===== config.mk =====
export PLATFORM = sky130hd
export DESIGN_NAME = scl_timing_gen
export DESIGN_NICKNAME = d
export VERILOG_FILES = /design/src/rtl/scl_timing_pkg.sv /design/src/rtl/scl_prescaler.sv /design/src/rtl/scl_phase_ctrl.sv /design/src/rtl/scl_timing_gen.sv
export SDC_FILE = /design/constraint.sdc
export NUM_CORES = 1
export LEC_CHECK = 0
export BUFFER_PORTS_ARGS = -buffer_cell sky130_fd_sc_hd__buf_4
export CORE_MARGIN = 3
export CORE_UTILIZATION = 57
export DETAILED_ROUTE_END_ITERATION = 16
export PLACE_DENSITY = 0.83
export SYNTH_ARGS = -nofsm -noshare
export SYNTH_HDL_FRONTEND = slang
export SYNTH_SLANG_ARGS = --single-unit

===== constraint.sdc =====
create_clock -name clk -period 6.8 [get_ports clk]
set_input_delay 0.34 -clock clk [delete_from_list [all_inputs] [get_ports clk]]
set_output_delay 0.34 -clock clk [all_outputs]
set_load 0.02 [all_outputs]

===== src/rtl/scl_timing_pkg.sv =====
package scl_timing_pkg;

    localparam int CFG_W    = 32;
    localparam int EXP_W    = 4;
    localparam int PH_CNT_W = 4;
    localparam int EXP_LSB  = 0;
    localparam int LOW_LSB  = 12;
    localparam int HIGH_LSB = 16;

    typedef enum logic [1:0] {
        PH_OFF  = 2'd0,
        PH_LOW  = 2'd1,
        PH_HIGH = 2'd2
    } scl_phase_e;

    typedef struct packed {
        logic [EXP_W-1:0]    exp;
        logic [PH_CNT_W-1:0] low_n;
        logic [PH_CNT_W-1:0] high_n;
    } scl_timing_t;

    function automatic scl_timing_t unpack_timing(input logic [CFG_W-1:0] w);
        scl_timing_t t;
        t.exp    = w[EXP_LSB  +: EXP_W];
        t.low_n  = w[LOW_LSB  +: PH_CNT_W];
        t.high_n = w[HIGH_LSB +: PH_CNT_W];
        return t;
    endfunction

endpackage


===== src/rtl/scl_prescaler.sv =====
module scl_prescaler #(
    parameter int EXP_W = 4
) (
    input  logic             clk,
    input  logic             rst,
    input  logic             run,
    input  logic [EXP_W-1:0] exp,
    output logic             tick
);
    localparam int CNT_W = (1 << EXP_W) - 1;

    logic [CNT_W-1:0] cnt_q;
    logic [CNT_W-1:0] limit;

    // 2^exp - 1 formed as the complement of a shifted all-ones mask
    assign limit = ~({CNT_W{1'b1}} << exp);
    assign tick  = run && (cnt_q == limit);

    always_ff @(posedge clk) begin
        if (rst || !run) begin
            cnt_q <= '0;
        end else if (cnt_q == limit) begin
            cnt_q <= '0;
        end else begin
            cnt_q <= cnt_q + 1'b1;
        end
    end

endmodule


===== src/rtl/scl_phase_ctrl.sv =====
module scl_phase_ctrl
    import scl_timing_pkg::*;
#(
    parameter int CNT_W = PH_CNT_W
) (
    input  logic             clk,
    input  logic             rst,
    input  logic             en,
    input  logic             tick,
    input  logic             scl_in,
    input  logic [CNT_W-1:0] low_n,
    input  logic [CNT_W-1:0] high_n,
    output scl_phase_e       phase,
    output logic             mid_low,
    output logic             mid_high
);
    scl_phase_e       phase_q;
    logic [CNT_W-1:0] cnt_q;
    logic             high_adv;

    // a high-phase tick counts only once the line is seen released
    assign high_adv = tick && scl_in;
    assign phase    = phase_q;
    assign mid_low  = tick && (phase_q == PH_LOW) && (cnt_q == (low_n >> 1));
    assign mid_high = high_adv && (phase_q == PH_HIGH) && (cnt_q == (high_n >> 1));

    always_ff @(posedge clk) begin
        if (rst || !en) begin
            phase_q <= PH_OFF;
            cnt_q   <= '0;
        end else begin
            unique case (phase_q)
                PH_OFF: begin
                    phase_q <= PH_LOW;
                    cnt_q   <= '0;
                end
                PH_LOW: begin
                    if (tick) begin
                        if (cnt_q == low_n) begin
                            phase_q <= PH_HIGH;
                            cnt_q   <= '0;
                        end else begin
                            cnt_q <= cnt_q + 1'b1;
                        end
                    end
                end
                PH_HIGH: begin
                    if (high_adv) begin
                        if (cnt_q == high_n) begin
                            phase_q <= PH_LOW;
                            cnt_q   <= '0;
                        end else begin
                            cnt_q <= cnt_q + 1'b1;
                        end
                    end
                end
                default: begin
                    phase_q <= PH_OFF;
                    cnt_q   <= '0;
                end
            endcase
        end
    end

endmodule


===== src/rtl/scl_timing_gen.sv =====
module scl_timing_gen
    import scl_timing_pkg::*;
(
    input  logic        clk,
    input  logic        rst,
    input  logic        en,
    input  logic [31:0] cfg,
    input  logic        scl_in,
    output logic        tick,
    output logic        scl_drive_low,
    output logic [1:0]  phase,
    output logic        mid_low,
    output logic        mid_high
);
    scl_timing_t timing;
    scl_phase_e  phase_s;
    logic        run;
    logic        unused_cfg;

    assign timing     = unpack_timing(cfg);
    assign unused_cfg = ^{cfg[31:20], cfg[11:4]};
    assign run        = (phase_s != PH_OFF);

    scl_prescaler #(
        .EXP_W (EXP_W)
    ) u_presc (
        .clk  (clk),
        .rst  (rst),
        .run  (run),
        .exp  (timing.exp),
        .tick (tick)
    );

    scl_phase_ctrl #(
        .CNT_W (PH_CNT_W)
    ) u_phase (
        .clk      (clk),
        .rst      (rst),
        .en       (en),
        .tick     (tick),
        .scl_in   (scl_in),
        .low_n    (timing.low_n),
        .high_n   (timing.high_n),
        .phase    (phase_s),
        .mid_low  (mid_low),
        .mid_high (mid_high)
    );

    assign phase         = phase_s;
    assign scl_drive_low = (phase_s == PH_LOW);

endmodule


==> out/results.tsv, run 1 <==
stage	metric	value	unit
final_layout	final-seq-area	420	sq um
final_layout	drive_gt1_share	13.8	%
floorplan	coreArea	0.00257	sq mm
flow_run	max_cap_violations	0	
floorplan	start_util	62.5	%
final_layout	multi_input_area	0.00109	sq mm
setup_path	regToRegStartpoint	u_presc.cnt_q[2]$_SDFF_PP0_	
setup_path	max_stage_delay	490	ps
floorplan	die_y	59.1	um
pwr	ir_drop	0.108	mV
setup_path	worstPathRequired	6460	ps
routing	dr.pass1.iters	5	
final_layout	n_fill_cell	225	
synthesis	ys_seq_elements	21	
sta	final_max_slew_viol_count	0	
synthesis	synth_nets	247	
global_route	antenna_found_initial	0	
pwr	power_density	130	mW/mm^2
synthesis	yosysWarnings	0	
sta	max_slew.worst_pin.slew	477	ps
global_route	grt_pass1_wl	6180	um
routing	viasPerCell	6.07	
clocking	htreeDepth	1	
sta	min_period	2700	ps
synthesis	syn_area	0.00161	sq mm
floorplan	die-area	0.00349	sq mm
clocking	clk_latency	310	ps
setup_path	startpoint_type	flip-flop	
setup_path	cp_cell_sequence	or3b_2 -> mux2i_1 -> a211oi_1 -> nor4b_4 -> nand2_2 -> nor3_1 -> buf_4	
setup_path	cp-end-kind	output pin	
clocking	cts_resized	0	
routing	ant_nets	0	
global_route	grt_max_degree	23	
sta	setup_viol	0	
clocking	clock_sinks	21	
clocking	cts_hold_repair.buffers	0	
pwr	finalPower	0.231	mW
setup_path	crit_family	simple AND/OR/NAND/NOR gates	
synthesis	synth_flop_cell	dfxtp_1	
floorplan	rows	18	
min_path	min-delay-start	rst	
synthesis	synth_edf_count	0	
setup_path	critPathLaunch	u_presc.cnt_q[2]$_SDFF_PP0_	
synthesis	ys_types	48	
sta	fin_crit_sh	39.7	%
final_layout	areaGrowthSynthToFinish	10.8	%
clocking	root_buffer	clkbuf_4	
routing	drtIter0Drc	64	
synthesis	synthArstFlopShare	0	%
final_layout	nNetsFinal	260	
routing	remaining_drc_errors	0	
final_layout	diodes	0	
synthesis	syn_area_per_cell	7.83	sq um
floorplan	die_w	59.1	um
clocking	cts_buffers	3	
global_route	grt_pass1_vias	1478	
routing	vias	1500	
setup_path	critPathBufInv	1	
setup_path	path_max_fanout	8	
sta	fmax	370	MHz
synthesis	syn-instance-count	205	
placed_design	place_congestion	0.897	
setup_path	critPathKind	reg2out	
global_route	grt_overflow	0	
sta	rsz0062_at_grt	no	
placed_design	hpwl	2680	um
setup_path	arrival	2360	ps
routing	post_drt_wl_per_cell	14.2	um
sta	finalSetupTns	0	ps
outcome	status	finished clean	
sta	fin_skew	9.31	ps
clocking	post_cts_buffers	0	
clocking	cts.path.max_buffers	2	
floorplan	ios	42	
sta	hold_viol_final	0	
pwr	leakagePower	0.686	nW
min_path	min_path_type	in2reg	
global_route	grtUsageTotal	22.4	%
setup_path	cpMaxStageDelayCell	dfxtp_1	
clocking	cts_tree	built	
placed_design	numPortBuffers	21	
routing	finalWirelength	3520	um
sta	slew_headroom	68.0	%
synthesis	ys_seq_area_share	26.2	%
clocking	path_clk_slew	120	ps
final cells by class:
class                           count  area share (%)
Clock buffer                        3            1.27
Clock inverter                      1           0.422
Inverter                           10            2.11
Multi-Input combinational cell    161            61.6
Sequential cell                    21            23.6
Tap cell                           30            2.11
Timing Repair Buffer               21            8.87
metal layers:
layer / routed length, um / global-route usage, % / up-vias
met5: 0 / 0 / -
met4: 84 / 9.71 / 0
met3: 137 / 2.40 / 10
met2: 1840 / 41.3 / 44
met1: 1460 / 25.7 / 696
li1: - / - / 750
synth_stat cells (5+ instances only):
master	instances	area share (%)
clkbuf_1	9	2.1
a21oi_1	6	1.9
nand3_1	11	3.4
nor2_1	28	6.5
nand4_1	5	1.9
nand2_1	8	1.9
mux2i_1	5	3.1
inv_1	10	2.3
xnor2_1	17	9.3
dfxtp_1	21	26
ha_1	6	4.7
xor2_1	10	5.5
nor3_1	7	2.2
worst min-delay path, cell delays in order:
cell     delay (ps)
buf_4            90
nor2b_1         100
o211a_1         130
sequential cells by signal, indices dropped and copies added, names as in the netlist:
signal,count
u_phase.phase,2
u_presc.cnt_q,15
u_phase.cnt_q,4
path summary, 6_finish.rpt:
check        slack (ps)  cells past startpoint                       endpoint
min reg2reg         530                      2  u_phase.phase[0]$_SDFFE_PP0P_
min                 380                      3  u_phase.cnt_q[3]$_SDFFE_PP0P_
max                4100                      7                       mid_high
max reg2reg        4440                      7  u_phase.phase[0]$_SDFFE_PP0P_
placed cells by master (no fill, tap or decap), types with 2 or more instances in the layout:
cell type  count
nor2_1        28
buf_4         21
dfxtp_1       21
xnor2_1       17
nand3_1       11
inv_1         10
xor2_1        10
nand2_1        8
nor3_1         7
a21oi_1        6
ha_1           6
mux2i_1        5
nand4_1        5
o21ai_0        4
nand2b_1       4
and3_1         4
a31oi_1        3
nor4_1         3
or3_1          3
a211oi_1       3
clkbuf_4       3
a2111oi_0      2
nor3b_1        2
o211a_1        2
o31ai_1        2
or4_1          2
o21a_1         2
nor2b_1        2
and3b_1        2
through the flow:
step	instance area (sq um)	std cells	hold WS [ps]	utilization [%]	worst slack, ps
after floorplan	1610	205	502	-	4260
after global placement	1750	243	500	68.1	4250
after detailed placement	1750	243	517	68.1	4210
after CTS	1780	247	375	69.2	4090
after global routing	1780	247	391	69.2	3930
final	1780	247	383	69.2	4100
power breakdown:
part	internal [mW]	total [mW]	leakage (nW)	switching, mW
clock network	0.0224	0.0640	0.0139	0.0415
registers	0.124	0.126	0.169	0.00185
logic	0.0190	0.0409	0.503	0.0220
total	0.165	0.231	0.686	0.0653
kinds of logic after synthesis:
group | share of synthesized area, %
buf+inv | 5.61
simple gates | 30.8
compound gates | 14.9
xor+xnor | 14.7
flops | 26.2
mux | 3.12
fa+ha+maj | 4.68
No activity file was read; power rests on OpenSTA's default activity.
==> run 2, diff against run 1 <==
Settings changed: ABC_AREA set to 1, CORE_UTILIZATION 57 to 53, PLACE_DENSITY 0.83 to 0.78.
Clock period 6.8 ns to 2.6 ns, I/O delays scaled along.
==> out/results.tsv, run 2 <==
stage	metric	value	unit	change
setup_path	arrival	2430	ps	+70 ps
synthesis	synth_area_leaders	dfxtp_1 (25%), nand2_1 (16%), inv_1 (8.7%), nand3_1 (6.6%), nor2_1 (6.0%)		
final_layout	areaGrowthSynthToFinish	11.7	%	
pwr	leakagePower	0.793	nW	+16%
synthesis	synthArstFlopShare	0	%	unchanged
routing	post_drt_wl_per_cell	10.1	um	-29%
clocking	root_buffer	clkbuf_4		
sta	fin_crit_sh	84.2	%	
placed_design	dp_cells	322		+33%
synthesis	synth_flop_cell	dfxtp_1		
global_route	grt_max_degree	16		-30%
synthesis	syn_area	0.00168	sq mm	+4.4%
final_layout	final_common_cell	nand2_1		
pwr	power.share.sequential	42.3	%	-12 points
clocking	clock_sinks	21		unchanged
final_layout	fin_cells	326		+32%
floorplan	die_w	62.2	um	+5.4%
synthesis	yosysWarnings	0		unchanged
sta	finalSetupTns	0	ps	unchanged
global_route	grt_pass1_vias	1323		-10%
synthesis	synth_nets	307		+24%
setup_path	startpoint_type	flip-flop		
placed_design	numPortBuffers	21		unchanged
setup_path	path_max_fanout	6		-2
routing	ant_nets	0		unchanged
routing	finalWirelength	3300	um	-6.1%
sta	timing.hold.ws	140	ps	-244 ps
routing	vias	1580		+5.3%
sta	fin_skew	2.95	ps	-6.36 ps
pwr	power_density	475	mW/mm^2	+270%
synthesis	ys_types	33		-31%
clocking	post_cts_buffers	0		unchanged
synthesis	ys_seq_area_share	25.1	%	-1.1 points
sta	hold_viol_final	0		unchanged
pwr	p_switching	0.353	mW	+440%
sta	final_max_slew_viol_count	0		unchanged
final_layout	drive_gt1_share	15.1	%	+1.3 points
sta	setup_viol	0		unchanged
routing	drtIter0Drc	101		+58%
synthesis	yosysMostFrequentCell	nand2_1		
clocking	path_clk_slew	120	ps	about the same
final_layout	post-route-util	65.1	%	-4.1 points
sta	rsz0062_at_grt	no		
floorplan	start_util	58.3	%	-4.2 points
sta	fmax	457	MHz	
pwr	switching_share	39.6	%	+11 points
setup_path	cp-end-kind	flip-flop		
routing	viasPerCell	4.85		-20%
pwr	finalPower	0.890	mW	+290%
routing	dr.pass1.iters	4		-1
clocking	cts_tree	built		
floorplan	rows	19		+1
synthesis	yosysTopAreaCellShare	25.1	%	-1.1 points
pwr	combPwrFrac	39.9	%	+22 points
routing	remaining_drc_errors	0		unchanged
outcome	status	finished clean		
synthesis	yosys.area.top_type	dfxtp_1		
global_route	grt_overflow	0		unchanged
clocking	cts_buffers	3		unchanged
sta	slew_headroom	46.5	%	-22 points
min_path	min_path_type	in2reg		
placed_design	hpwl	2610	um	-2.6%
synthesis	syn-instance-count	265		+29%
synthesis	ys_seq_elements	21		unchanged
sta	min_period	2190	ps	
setup_path	critPathKind	reg2reg		
clocking	cts.path.max_buffers	2		unchanged
clocking	cts_hold_repair.buffers	0		unchanged
final_layout	diodes	0		unchanged
placed_design	place_congestion	0.828		-7.7%
global_route	grt_pass1_wl	5700	um	-7.8%
setup_path	worstPathRequired	2840	ps	-3620 ps
global_route	grtUsageTotal	17.5	%	-4.9 points
sta	max_slew.worst_pin.slew	803	ps	+326 ps
synthesis	syn_area_per_cell	6.33	sq um	-19%
global_route	antenna_found_initial	0		unchanged
final_layout	final_cell_mix	nand2_1 (72), inv_1 (39), nor2_1 (27)		
floorplan	coreArea	0.00288	sq mm	+12%
final_layout	nNetsFinal	327		+26%
pwr	p_int	0.537	mW	+220%
final_layout	top_register	u_presc.cnt_q		
flow_run	max_cap_violations	0		unchanged
floorplan	die_y	62.2	um	+5.4%
final_layout	largest_reg_flops	15		unchanged
floorplan	die-area	0.00387	sq mm	+11%
synthesis	synth_common_cells	nand2_1 (72), inv_1 (39), nor2_1 (27)		
synthesis	synth_edf_count	0		unchanged
floorplan	ios	42		unchanged
pwr	ir_drop	0.257	mV	+140%
clocking	clk_latency	300	ps	about the same
setup_path	r2r_slack	410	ps	-4030 ps
pwr	clkPwrFrac	17.8	%	-9.9 points
clocking	htreeDepth	1		unchanged
clocking	cts_resized	0		unchanged
[run 2: final timing paths]
kind                                   endpoint  cells after the start                        start
setup / recovery   u_presc.cnt_q[14]$_SDFF_PP0_                     11  u_presc.cnt_q[0]$_SDFF_PP0_
hold reg to reg     u_presc.cnt_q[3]$_SDFF_PP0_                      2  u_presc.cnt_q[3]$_SDFF_PP0_
hold / removal    u_phase.cnt_q[3]$_SDFFE_PP0P_                      4                          rst
setup reg to reg   u_presc.cnt_q[14]$_SDFF_PP0_                     11  u_presc.cnt_q[0]$_SDFF_PP0_
[run 2: stage by stage]
stage	setup slack [ps]	area (sq um)
after global routing	130	1870
after detailed placement	432	1850
after CTS	415	1870
final	412	1870
after global placement	455	1850
after floorplan	758	1680
[run 2: routing by layer]
layer	global-route usage [%]	wire, um
met1	24.4	1740
met2	27.4	1400
met3	3.24	120
met4	4.97	43
met5	0	0
[run 2: power groups by stage]
stage	logic (mW)	registers, mW	clock network (mW)
after global placement	0.353	0.383	0
after CTS	0.356	0.376	0.163
after detailed placement	0.355	0.383	0
after floorplan	0.277	0.377	0
final	0.355	0.376	0.158
after global routing	0.403	0.380	0.178
[run 2: area by class of cell]
| type | count | area (sq um) |
|---|---|---|
| repair buffers | 21 | 158 |
| clock buffers | 4 | 26.3 |
| flip-flops and latches | 21 | 420 |
| fillers | 269 | 1000 |
| inverters | 40 | 150 |
| multi-input cells | 198 | 1070 |
| well taps | 42 | 52.6 |
[run 2: cells by family after synthesis]
logic type / Yosys count / share of synthesized area, %
DFF: 21 / 25.1
xor gates and xnor gates: 13 / 6.79
and+or+nand+nor: 157 / 44.4
AOI/OAI and AO/OA: 22 / 7.91
buffers and inverters: 46 / 11.3
adders and majority gates: 6 / 4.48
[run 2: critical path: stages, from the launching register on]
cell,delay [ps]
dfxtp_1,450
ha_1,200
nand2_1,70
nor2_1,90
inv_1,50
nor2_1,120
nand2_1,90
nor2_1,200
nand4_1,200
nand3b_1,240
or2_2,300
a21oi_2,100
